File: src/rtl/burst_cmd_pkg.sv
// Shared definitions for the burst command decoder.
// Assumes: operation codes are consumed by an array-access stage one
// cycle after the sampling edge.
package burst_cmd_pkg;

    localparam int OP_W = 3;

    typedef enum logic [OP_W-1:0] {
        OP_IDLE     = 3'd0,
        OP_RD_START = 3'd1,
        OP_WR_START = 3'd2,
        OP_RD_NEXT  = 3'd3,
        OP_WR_NEXT  = 3'd4,
        OP_RD_HOLD  = 3'd5,
        OP_WR_HOLD  = 3'd6
    } op_e;

    // Pick the read or write flavour of an operation pair.
    function automatic op_e pick_rw(input logic is_wr, input op_e rd, input op_e wr);
        return is_wr ? wr : rd;
    endfunction

endpackage

File: src/rtl/bcd_sleep_guard.sv
// Sleep guard: raises guard while sleep is sampled high and for
// REC_CYCLES edges after it is released.
// Assumes: sleep_req meets setup to clk (it is used as a synchronous input).
module bcd_sleep_guard #(
    parameter int REC_CYCLES = 4
) (
    input  logic clk,
    input  logic rst_n,
    input  logic sleep_req,
    output logic guard
);
    localparam int CW = $clog2(REC_CYCLES + 1);
    localparam logic [CW-1:0] REC_LOAD = CW'(REC_CYCLES);

    logic [CW-1:0] rec_cnt;

    // Recovery counter: reload while asleep, count down afterwards.
    always_ff @(posedge clk) begin
        if (!rst_n) begin
            rec_cnt <= '0;
        end else if (sleep_req) begin
            rec_cnt <= REC_LOAD;
        end else if (rec_cnt != '0) begin
            rec_cnt <= rec_cnt - 1'b1;
        end
    end

    // Guard is live in the sampling cycle itself.
    always_comb guard = sleep_req || (rec_cnt != '0);

endmodule

File: src/rtl/bcd_lane_write.sv
// Lane write decode: combines global write, byte-write enable and the
// per-lane enables into a write function and a lane mask.
// Assumes: all inputs active low.
module bcd_lane_write #(
    parameter int LANES = 4
) (
    input  logic             wr_all_n,
    input  logic             wr_en_n,
    input  logic [LANES-1:0] lane_en_n,
    output logic [LANES-1:0] lane_mask,
    output logic             write_fn
);
    logic [LANES-1:0] sel;

    genvar g;
    generate
        for (g = 0; g < LANES; g++) begin : g_lane
            // Per-lane select: global write wins, else byte enable qualified.
            always_comb sel[g] = !wr_all_n || (!wr_en_n && !lane_en_n[g]);
        end
    endgenerate

    // Write function is true when any lane is selected.
    always_comb begin
        lane_mask = sel;
        write_fn  = |sel;
    end

endmodule

File: src/rtl/bcd_start_qual.sv
// Strobe qualification: resolves strobe priority and enable sampling.
// Assumes: strobes and enables are active as named; enables are only
// meaningful when an accepted strobe is present.
module bcd_start_qual (
    input  logic strb_cpu_n,
    input  logic strb_ctl_n,
    input  logic cen_a_n,
    input  logic cen_b,
    input  logic cen_c_n,
    output logic start_go,
    output logic start_rd_only,
    output logic start_kill
);
    logic cpu_take;
    logic ctl_take;
    logic en_ok;

    // Strobe priority and enable check.
    always_comb begin
        cpu_take      = !strb_cpu_n && !cen_a_n;
        ctl_take      = !cpu_take && !strb_ctl_n;
        en_ok         = !cen_a_n && cen_b && !cen_c_n;
        start_go      = (cpu_take || ctl_take) && en_ok;
        start_kill    = (cpu_take || ctl_take) && !en_ok;
        start_rd_only = cpu_take;
    end

endmodule

File: src/rtl/burst_cmd_decoder.sv
// Burst command decoder top: classifies every sampled cycle and
// registers the operation code, lane strobes and counter pulses.
// Assumes: synchronous active-low reset; outputs valid after the edge
// that samples the inputs.
module burst_cmd_decoder
    import burst_cmd_pkg::*;
#(
    parameter int LANES      = 4,
    parameter int REC_CYCLES = 4
) (
    input  logic             clk,
    input  logic             rst_n,
    input  logic             cen_a_n,
    input  logic             cen_b,
    input  logic             cen_c_n,
    input  logic             strb_cpu_n,
    input  logic             strb_ctl_n,
    input  logic             adv_n,
    input  logic             wr_all_n,
    input  logic             wr_en_n,
    input  logic [LANES-1:0] lane_en_n,
    input  logic             sleep_req,
    output logic [OP_W-1:0]  op_code,
    output logic [LANES-1:0] lane_wr,
    output logic             ctr_load,
    output logic             ctr_step,
    output logic             dormant
);
    logic             guard_w;
    logic [LANES-1:0] mask_w;
    logic             wfn_w;
    logic             go_w, rd_only_w, kill_w;
    logic             burst_q, burst_d;
    op_e              op_d;
    logic             load_d, step_d, is_wr_d;

    bcd_sleep_guard #(.REC_CYCLES(REC_CYCLES)) i_guard (
        .clk(clk), .rst_n(rst_n), .sleep_req(sleep_req), .guard(guard_w)
    );

    bcd_lane_write #(.LANES(LANES)) i_lanes (
        .wr_all_n(wr_all_n), .wr_en_n(wr_en_n), .lane_en_n(lane_en_n),
        .lane_mask(mask_w), .write_fn(wfn_w)
    );

    bcd_start_qual i_qual (
        .strb_cpu_n(strb_cpu_n), .strb_ctl_n(strb_ctl_n),
        .cen_a_n(cen_a_n), .cen_b(cen_b), .cen_c_n(cen_c_n),
        .start_go(go_w), .start_rd_only(rd_only_w), .start_kill(kill_w)
    );

    // Next command, pulses and burst-open flag for this cycle.
    always_comb begin
        op_d    = OP_IDLE;
        load_d  = 1'b0;
        step_d  = 1'b0;
        burst_d = burst_q;
        if (guard_w) begin
            burst_d = 1'b0;
        end else if (go_w) begin
            op_d    = pick_rw(wfn_w && !rd_only_w, OP_RD_START, OP_WR_START);
            load_d  = 1'b1;
            burst_d = 1'b1;
        end else if (kill_w) begin
            burst_d = 1'b0;
        end else if (burst_q) begin
            if (!adv_n) begin
                op_d   = pick_rw(wfn_w, OP_RD_NEXT, OP_WR_NEXT);
                step_d = 1'b1;
            end else begin
                op_d   = pick_rw(wfn_w, OP_RD_HOLD, OP_WR_HOLD);
            end
        end
        is_wr_d = (op_d == OP_WR_START) || (op_d == OP_WR_NEXT) || (op_d == OP_WR_HOLD);
    end

    // Output and state registers.
    always_ff @(posedge clk) begin
        if (!rst_n) begin
            op_code  <= OP_IDLE;
            lane_wr  <= '0;
            ctr_load <= 1'b0;
            ctr_step <= 1'b0;
            dormant  <= 1'b0;
            burst_q  <= 1'b0;
        end else begin
            op_code  <= op_d;
            lane_wr  <= is_wr_d ? mask_w : '0;
            ctr_load <= load_d;
            ctr_step <= step_d;
            dormant  <= guard_w;
            burst_q  <= burst_d;
        end
    end

endmodule

File: config.mk
export PLATFORM = sky130hd
export DESIGN_NAME = burst_cmd_decoder
export DESIGN_NICKNAME = d
export VERILOG_FILES = /design/src/rtl/burst_cmd_pkg.sv /design/src/rtl/bcd_sleep_guard.sv /design/src/rtl/bcd_lane_write.sv /design/src/rtl/bcd_start_qual.sv /design/src/rtl/burst_cmd_decoder.sv
export SDC_FILE = /design/constraint.sdc
export NUM_CORES = 1
export LEC_CHECK = 0
export BUFFER_PORTS_ARGS = -buffer_cell sky130_fd_sc_hd__buf_4
export CAP_MARGIN = 10
export CORE_MARGIN = 3
export CORE_UTILIZATION = 25
export CTS_BUF_LIST = sky130_fd_sc_hd__clkbuf_2
export CTS_CLUSTER_SIZE = 24
export DETAILED_ROUTE_END_ITERATION = 10
export PLACE_DENSITY = 0.56
export SYNTH_ARGS = -nofsm -noshare
export SYNTH_HDL_FRONTEND = slang
export SYNTH_SLANG_ARGS = --single-unit
File: constraint.sdc
create_clock -name clk -period 2.6 [get_ports clk]
set_clock_uncertainty 0.1 [all_clocks]
set_input_delay 0.26 -clock clk [delete_from_list [all_inputs] [get_ports clk]]
set_output_delay 0.26 -clock clk [all_outputs]
set_load 0.01 [all_outputs]
==> qor.csv, run 1 <==
stage;metric;value;unit
run_status;status;completed;
timing;# setup viols final;0;
die;# rows;17;
power;IR drop worst, VDD;0.177;mV
synth;Netlist cell types;24;
timing;maximum achievable frequency;0.641;GHz
power;PwrDens;463;nW/um^2
timing;Period minus WS final;1.56;ns
routing;1st-pass router iterations;4;
cells_and_area;Sequential Area;280;sq um
timing;final hold vios;0;
timing;worst slew pin tran;0.417;ns
run;# Max-Cap Violations;0;
die;Die H;55.6;um
routing;WL/cell;10.3;um
worst_setup_path;crit path cell chain;inv_1 > ha_1 > ha_1 > and3b_1 > nand3_1 > a21oi_1;
cells_and_area;most frequent cells in the layout;buf_4 (24), dfxtp_1 (14), inv_1 (8), nor2_1 (7), a21oi_1 (7);
grt;first-pass GRT wire length;2.13;mm
synth;sequential area share after synthesis;45.6;%
timing;period utilization;60.0;%
placement;Final GP Congestion;0.702;
cells_and_area;Non-Filler Instances;124;
routing;vias;548;
grt;vias in the first global route;519;
cts;clk sinks;14;
synth;Synth Area per Inst;8.90;sq um
timing;setup tns final;0;ns
cts;clk slew on worst S/H paths;0.13;ns
grt;Total GRT Usage;9.02;%
cells_and_area;multi-input logic area;300;sq um
synth;Syn Inst Count;69;
placement;IO Port Bufs;24;
timing;RSZ-0062 raised after global routing;no;
cells_and_area;commonest non-fill, non-tap cell in the layout;buf_4;
worst_hold_path;Hold Crit Class;input port to flop;
power;LEAKAGE;0.386;nW
worst_setup_path;Max stage delay cell, worst path;dfxtp_1;
cts;CTS-repair resized insts;0;
die;Die ar.;3090;sq um
worst_setup_path;WP data arrival;1.67;ns
worst_setup_path;Req. time, crit path;2.71;ns
routing;DR vias/cell;4.42;
power;Power, Total;0.391;mW
grt;grt ovf;0;
placement;HPWL Detailed;1.07;mm
cts;CTS Hold Bufs;0;
cells_and_area;layout cells sized above 1;31.3;%
cts;Post-CTS Setup Repair Bufs;0;
worst_setup_path;WS Path Type;flop to flop;
die;die width;55.6;um
die;Starting Density;27.0;%
cts;Root Buffer;clkbuf_2;
worst_setup_path;Crit path top cell by count;ha_1;
cts;number of buffers created by CTS;3;
cts;worst skew pair latency;0.27;ns
grt;initial antenna violation count;0;
routing;final wirelength;1.28;mm
timing;Slew headroom;72.2;%
grt;pin count of the biggest net entering global routing;9;
routing;ANT nets after route;0;
worst_setup_path;crit path launch type;flop;
synth;syn_nets;88;
synth;Post-Syn Area;614;sq um
worst_setup_path;CP delay by family, top;adder cells;
die;IO Count;25;
cells_and_area;n_diodes;0;
routing;DRC;0;
worst_setup_path;CP Capture Type;flop;
cells_and_area;Final #Nets;116;
timing;Final Max Slew Viols;0;
synth;Ys Warns;0;
cells_and_area;Area Growth Syn to Fin;37.5;%
cts;CTS max path bufs;2;
placement;placed insts;120;
synth;#FFs+latches synth;14;
worst_setup_path;CP Buf/Inv Count;1;
routing;Initial DRC Count;9;
cts;H-tree depth;1;
worst_setup_path;worst-path fanout max;7;
die;core area;2280;sq um
cts;TritonCTS clock tree;built;
cells_and_area;fill cell count;232;
worst_setup_path;CP peak stage delay;0.34;ns
-- per-stage QoR --
| stage | hold slack, ns | utilization (%) | cell area [sq um] | worst slack [ns] |
|---|---|---|---|---|
| detailed placement | 0.334 | 36.3 | 826 | 0.966 |
| global placement | 0.335 | 36.3 | 826 | 0.984 |
| CTS | 0.0309 | 37.1 | 845 | 1.02 |
| floorplan | 0.232 | - | 614 | 1.13 |
| global route | 0.0191 | 37.1 | 845 | 0.858 |
| finish | 0.0432 | 37.1 | 845 | 1.04 |
-- final timing paths --
| path | slack [ns] | cells past startpoint | endpoint | from |
|---|---|---|---|---|
| setup reg to reg | 1.04 | 6 | lane_wr[2]$_SDFF_PN0_ | i_guard.rec_cnt[0]$_SDFFE_PP0P_ |
| setup / recovery | 1.04 | 6 | lane_wr[2]$_SDFF_PN0_ | i_guard.rec_cnt[0]$_SDFFE_PP0P_ |
| hold reg to reg | 0.42 | 2 | i_guard.rec_cnt[1]$_SDFFE_PP0P_ | i_guard.rec_cnt[1]$_SDFFE_PP0P_ |
| hold / removal | 0.04 | 2 | ctr_step$_SDFF_PP0_ | adv_n |
-- kinds of logic (layout without fill, tap and decap cells) --
logic type / Yosys count / after routing / synth area share, %
AND/OR/NAND/NOR: 21 / 21 / 18.1
adder cells (fa/ha/maj): 4 / 4 / 8.15
AO/OA/AOI/OAI: 19 / 19 / 19.6
XOR/XNOR: 1 / 1 / 1.43
flip-flops: 14 / 14 / 45.6
buffers and inverters: 9 / 36 / 5.50
multiplexers: 1 / 1 / 1.63
-- power breakdown --
group          internal, mW  switching [mW]
registers             0.221         0.00296
clock network        0.0334          0.0652
logic                0.0342          0.0345
total                 0.288           0.103
-- sequential cells by signal, summed over array words and instances (netlist names) --
signal and cells:
dormant 1, burst_q 1, lane_wr 4, ctr_load 1, ctr_step 1, op_code 3, i_guard.rec_cnt 3
-- per-layer routing --
metal / routed length [um] / track usage [%] / vias to the layer above
met5: 0 / 0 / -
met4: 14 / 6.25 / 0
met3: 110 / 3.25 / 2
met2: 603 / 14.7 / 17
met1: 552 / 9.63 / 237
li1: - / - / 292
-- worst reg2reg max path, cell delays in order (launching register included) --
cell	delay, ns
dfxtp_1	0.34
inv_1	0.06
ha_1	0.16
ha_1	0.30
and3b_1	0.32
nand3_1	0.10
a21oi_1	0.12
-- synthesized netlist by cell type --
cell        n  area, sq um
dfxtp_1    14          280
inv_1       8         30.0
a21oi_1     7         35.0
nor2_1      7         26.3
nand3_1     5         25.0
ha_1        4         50.1
o21ai_0     4         20.0
nand2_1     3         11.3
a21boi_0    2         15.0
a211o_1     1         8.76
a21o_1      1         7.51
a21oi_2     1         8.76
a41oi_1     1         8.76
and3b_1     1         8.76
clkbuf_1    1         3.75
mux2i_1     1         10.0
nand2b_1    1         6.26
nor3b_1     1         7.51
o2111ai_1   1         8.76
o211ai_1    1         7.51
or2_2       1         6.26
or4b_1      1         10.0
or4b_2      1         10.0
xor2_1      1         8.76
-- layout make-up --
cell class | count | area share [%]
multi-input cells | 46 | 35.6
clock buffers | 3 | 1.78
inverters | 8 | 3.56
repair buffers | 24 | 21.3
flip-flops and latches | 14 | 33.2
clock inverters | 1 | 0.444
well taps | 28 | 4.15
(Power assumes the default switching activity.)
==> inputs of run 2 (changes only) <==
- ABC_AREA: default -> 1
- PLACE_DENSITY: 0.56 -> 0.57
- clock period: 2.6 -> 1.2 ns (I/O delays scaled with it)
==> run 2 against run 1 <==
Net effect:
- the flow now finishes with violations (negative setup slack)
- core utilization up 9.9 points
- largest cell class unchanged
- sequential cell count unchanged
- clock power rose by 130%
- clock-buffer cell count stayed put
- critical path depth is 5 higher
- synthesized area rose by 8.1%
- final area increased by 39%
- routed wire length up 27%
==> qor.csv, run 2 <==
stage;metric;value;unit;change
placement;Placed Area;1010;sq um;+22%
power;IR drop worst, VDD;0.495;mV;+180%
power;sequential share of power;46.4;%;-11 points
timing;RSZ-0062 raised after global routing;yes;;
grt;initial antenna violation count;0;;unchanged
die;die width;57.6;um;+3.6%
worst_setup_path;crit path launch type;flop;;
worst_setup_path;Reg-to-Reg Start;i_guard.rec_cnt[0]$_SDFFE_PP0P_;;
cts;H-tree depth;1;;unchanged
worst_setup_path;Req. time, crit path;1.33;ns;-1.38 ns
run_status;violated checks;negative setup slack;;
worst_setup_path;WS Path Type;flop to flop;;
power;Pint;0.735;mW;+150%
synth;Netlist cell types;17;;-29%
cells_and_area;commonest non-fill, non-tap cell in the layout;buf_4;;
power;Logic pwr share;31.6;%;+14 points
timing;Min Hold Slack;0.0317;ns;-0.0115 ns
routing;vias;697;;+27%
cells_and_area;max reg flops;4;;unchanged
run;# Max-Cap Violations;0;;unchanged
timing;worst slew pin tran;0.236;ns;-0.181 ns
die;Die H;57.6;um;+3.6%
power;Clock power frac;22.0;%;-3.2 points
worst_hold_path;worst hold path depth;3;;+1
worst_setup_path;worst-path fanout max;4;;-3
routing;WL/cell;9.46;um;-8.4%
cells_and_area;Reg with most FFs;lane_wr;;
synth;#FFs+latches synth;14;;unchanged
grt;vias in the first global route;701;;+35%
synth;area share of the largest cell type after synthesis;42.2;%;-3.4 points
die;core area;2500;sq um;+9.8%
worst_hold_path;Hold Path Origin;sleep_req;;
synth;Post-synth top flop;dfxtp_1;;
worst_setup_path;reg2reg path depth;11;;+5
timing;maximum achievable frequency;0.659;GHz;+2.8%
placement;HPWL Detailed;1.16;mm;+8.0%
cells_and_area;layout cells sized above 1;55.6;%;+24 points
cts;TritonCTS clock tree;built;;
placement;Final GP Congestion;0.757;;+7.8%
die;# rows;18;;+1
worst_setup_path;CP Capture Type;flop;;
routing;final wirelength;1.63;mm;+27%
synth;EDFF count, synth;0;;unchanged
grt;first-pass GRT wire length;2.66;mm;+25%
timing;# setup viols final;14;;+14
timing;setup tns final;-3.30;ns;-3.30 ns
die;IO Count;25;;unchanged
grt;grt ovf;0;;unchanged
synth;asr flop ratio synth;0;%;unchanged
die;Die ar.;3310;sq um;+7.3%
worst_setup_path;Worst R2R Setup Slack;-0.32;ns;-1.36 ns
cts;number of buffers created by CTS;3;;unchanged
power;sw frac;30.1;%;+3.9 points
synth;synth top area cells;dfxtp_1 (42%), inv_1 (12%), nor2_1 (9.6%);;
synth;sequential area share after synthesis;42.2;%;-3.4 points
timing;final hold vios;0;;unchanged
timing;Period minus WS final;1.52;ns;-0.0425 ns
routing;ANT nets after route;0;;unchanged
synth;Yosys top cell by area;dfxtp_1;;
cts;clk slew on worst S/H paths;0.14;ns;about the same
synth;Syn Inst Count;93;;+35%
timing;Slew headroom;84.1;%;+12 points
worst_hold_path;WHS Endpoint;i_guard.rec_cnt[0]$_SDFFE_PP0P_;;
synth;Post-Syn Area;664;sq um;+8.1%
synth;most frequent cell after synthesis;inv_1;;
cells_and_area;most frequent cells in the layout;buf_4 (40), inv_1 (18), dfxtp_1 (12), nor2_1 (11), nand2_1 (9);;
cells_and_area;Final #Nets;162;;+40%
routing;DRC;0;;unchanged
synth;Ys Warns;0;;unchanged
run_status;status;finished, violations left;;
power;PwrDens;894;nW/um^2;+93%
synth;syn_nets;112;;+27%
timing;period utilization;126;%;+66 points
cells_and_area;final instance area;1180;sq um;+39%
timing;Final Max Slew Viols;0;;unchanged
cells_and_area;Area Growth Syn to Fin;77.0;%;
cts;clk sinks;14;;unchanged
timing;setup slack after layout;-0.317;ns;-1.36 ns
cells_and_area;biggest regs;lane_wr x4, i_guard.rec_cnt x3, op_code x3;;
synth;top cells by count, synth;inv_1 (21), nor2_1 (17), dfxtp_1 (14), nand2_1 (13);;
grt;pin count of the biggest net entering global routing;9;;unchanged
routing;1st-pass router iterations;2;;-2
worst_setup_path;reg2reg end;lane_wr[0]$_SDFF_PN0_;;
cts;worst skew pair latency;0.29;ns;+0.02 ns
worst_hold_path;Hold Crit Class;input port to flop;;
cts;Root Buffer;clkbuf_2;;
power;LEAKAGE;0.620;nW;+60%
routing;Initial DRC Count;10;;+1
placement;IO Port Bufs;24;;unchanged
synth;Synth Area per Inst;7.14;sq um;-20%
grt;Total GRT Usage;10.4;%;+1.4 points
cts;CTS max path bufs;2;;unchanged
die;Starting Density;26.6;%;-0.42 points
power;Net Switching;0.317;mW;+210%
worst_setup_path;WP data arrival;1.65;ns;-0.02 ns
routing;DR vias/cell;4.05;;-8.3%
cells_and_area;n_diodes;0;;unchanged
## run 2: timing repair
item / CTS / global route
hold buffers: 2 / 0
setup endpoints to repair: 14 / 14
hold endpoints to repair: 2 / 0
resized for setup: 8 / 18
pin swaps: 5 / 5
buffers inserted: 8 / 3
## run 2: kinds of logic (layout without fill, tap and decap cells)
group / after synthesis / after routing / share of synthesized area (%)
simple gates: 45 / 45 / 31.5
fa+ha+maj: 4 / 4 / 7.53
buf+inv: 22 / 71 / 12.4
flops: 14 / 14 / 42.2
compound gates: 8 / 8 / 6.40
## run 2: worst max-delay path by stage
| stage | start | to | cells past startpoint |
|---|---|---|---|
| after floorplan | i_guard.rec_cnt[1]$_SDFFE_PP0P_ | lane_wr[0]$_SDFF_PN0_ | 11 |
| after global placement | i_guard.rec_cnt[1]$_SDFFE_PP0P_ | lane_wr[1]$_SDFF_PN0_ | 11 |
| after detailed placement | i_guard.rec_cnt[1]$_SDFFE_PP0P_ | lane_wr[2]$_SDFF_PN0_ | 11 |
| after CTS | i_guard.rec_cnt[0]$_SDFFE_PP0P_ | lane_wr[2]$_SDFF_PN0_ | 11 |
| after global routing | i_guard.rec_cnt[0]$_SDFFE_PP0P_ | lane_wr[2]$_SDFF_PN0_ | 11 |
| final | i_guard.rec_cnt[0]$_SDFFE_PP0P_ | lane_wr[0]$_SDFF_PN0_ | 11 |
## run 2: layer usage
layer / GRT usage (%) / vias up / routed length (um)
li1: - / 375 / -
met1: 10.5 / 295 / 669
met2: 17.6 / 23 / 817
met3: 2.71 / 4 / 109
met4: 9.27 / 0 / 31
met5: 0 / - / 0
## run 2: cell type report
class	count	area, sq um
inverters	22	85.1
clock inverters	1	3.75
clock buffers	3	15.0
flip-flops and latches	14	283
repair buffers	45	354
fillers	244	1320
well taps	30	37.5
multi-input cells	57	398
## run 2: stage by stage
step	cells	total power, mW	util, %	worst slack (ns)
4_1_cts	172	1.04	44.8	-0.321
3_3_place_gp	159	0.728	40.3	-0.221
5_1_grt	172	1.11	47.0	-0.415
6_report	172	1.05	47.0	-0.317
3_5_place_dp	159	0.731	40.3	-0.277
2_1_floorplan	93	0.624	-	-0.186
## run 2: worst max-delay path: stages, from the launching register on
cell	delay, ns
dfxtp_2	0.36
inv_2	0.07
ha_4	0.14
ha_4	0.14
inv_4	0.04
nor2_4	0.12
nand2_4	0.08
nor2_4	0.10
nand2_2	0.07
nand3_2	0.09
nand2_4	0.06
nor2_1	0.09
## run 2: power groups by stage
stage | sequential (mW) | clock (mW) | combinational, mW
after CTS | 0.488 | 0.242 | 0.305
after global placement | 0.498 | 0 | 0.230
final | 0.488 | 0.231 | 0.332
after detailed placement | 0.498 | 0 | 0.233
after global routing | 0.491 | 0.260 | 0.361
after floorplan | 0.500 | 0 | 0.124
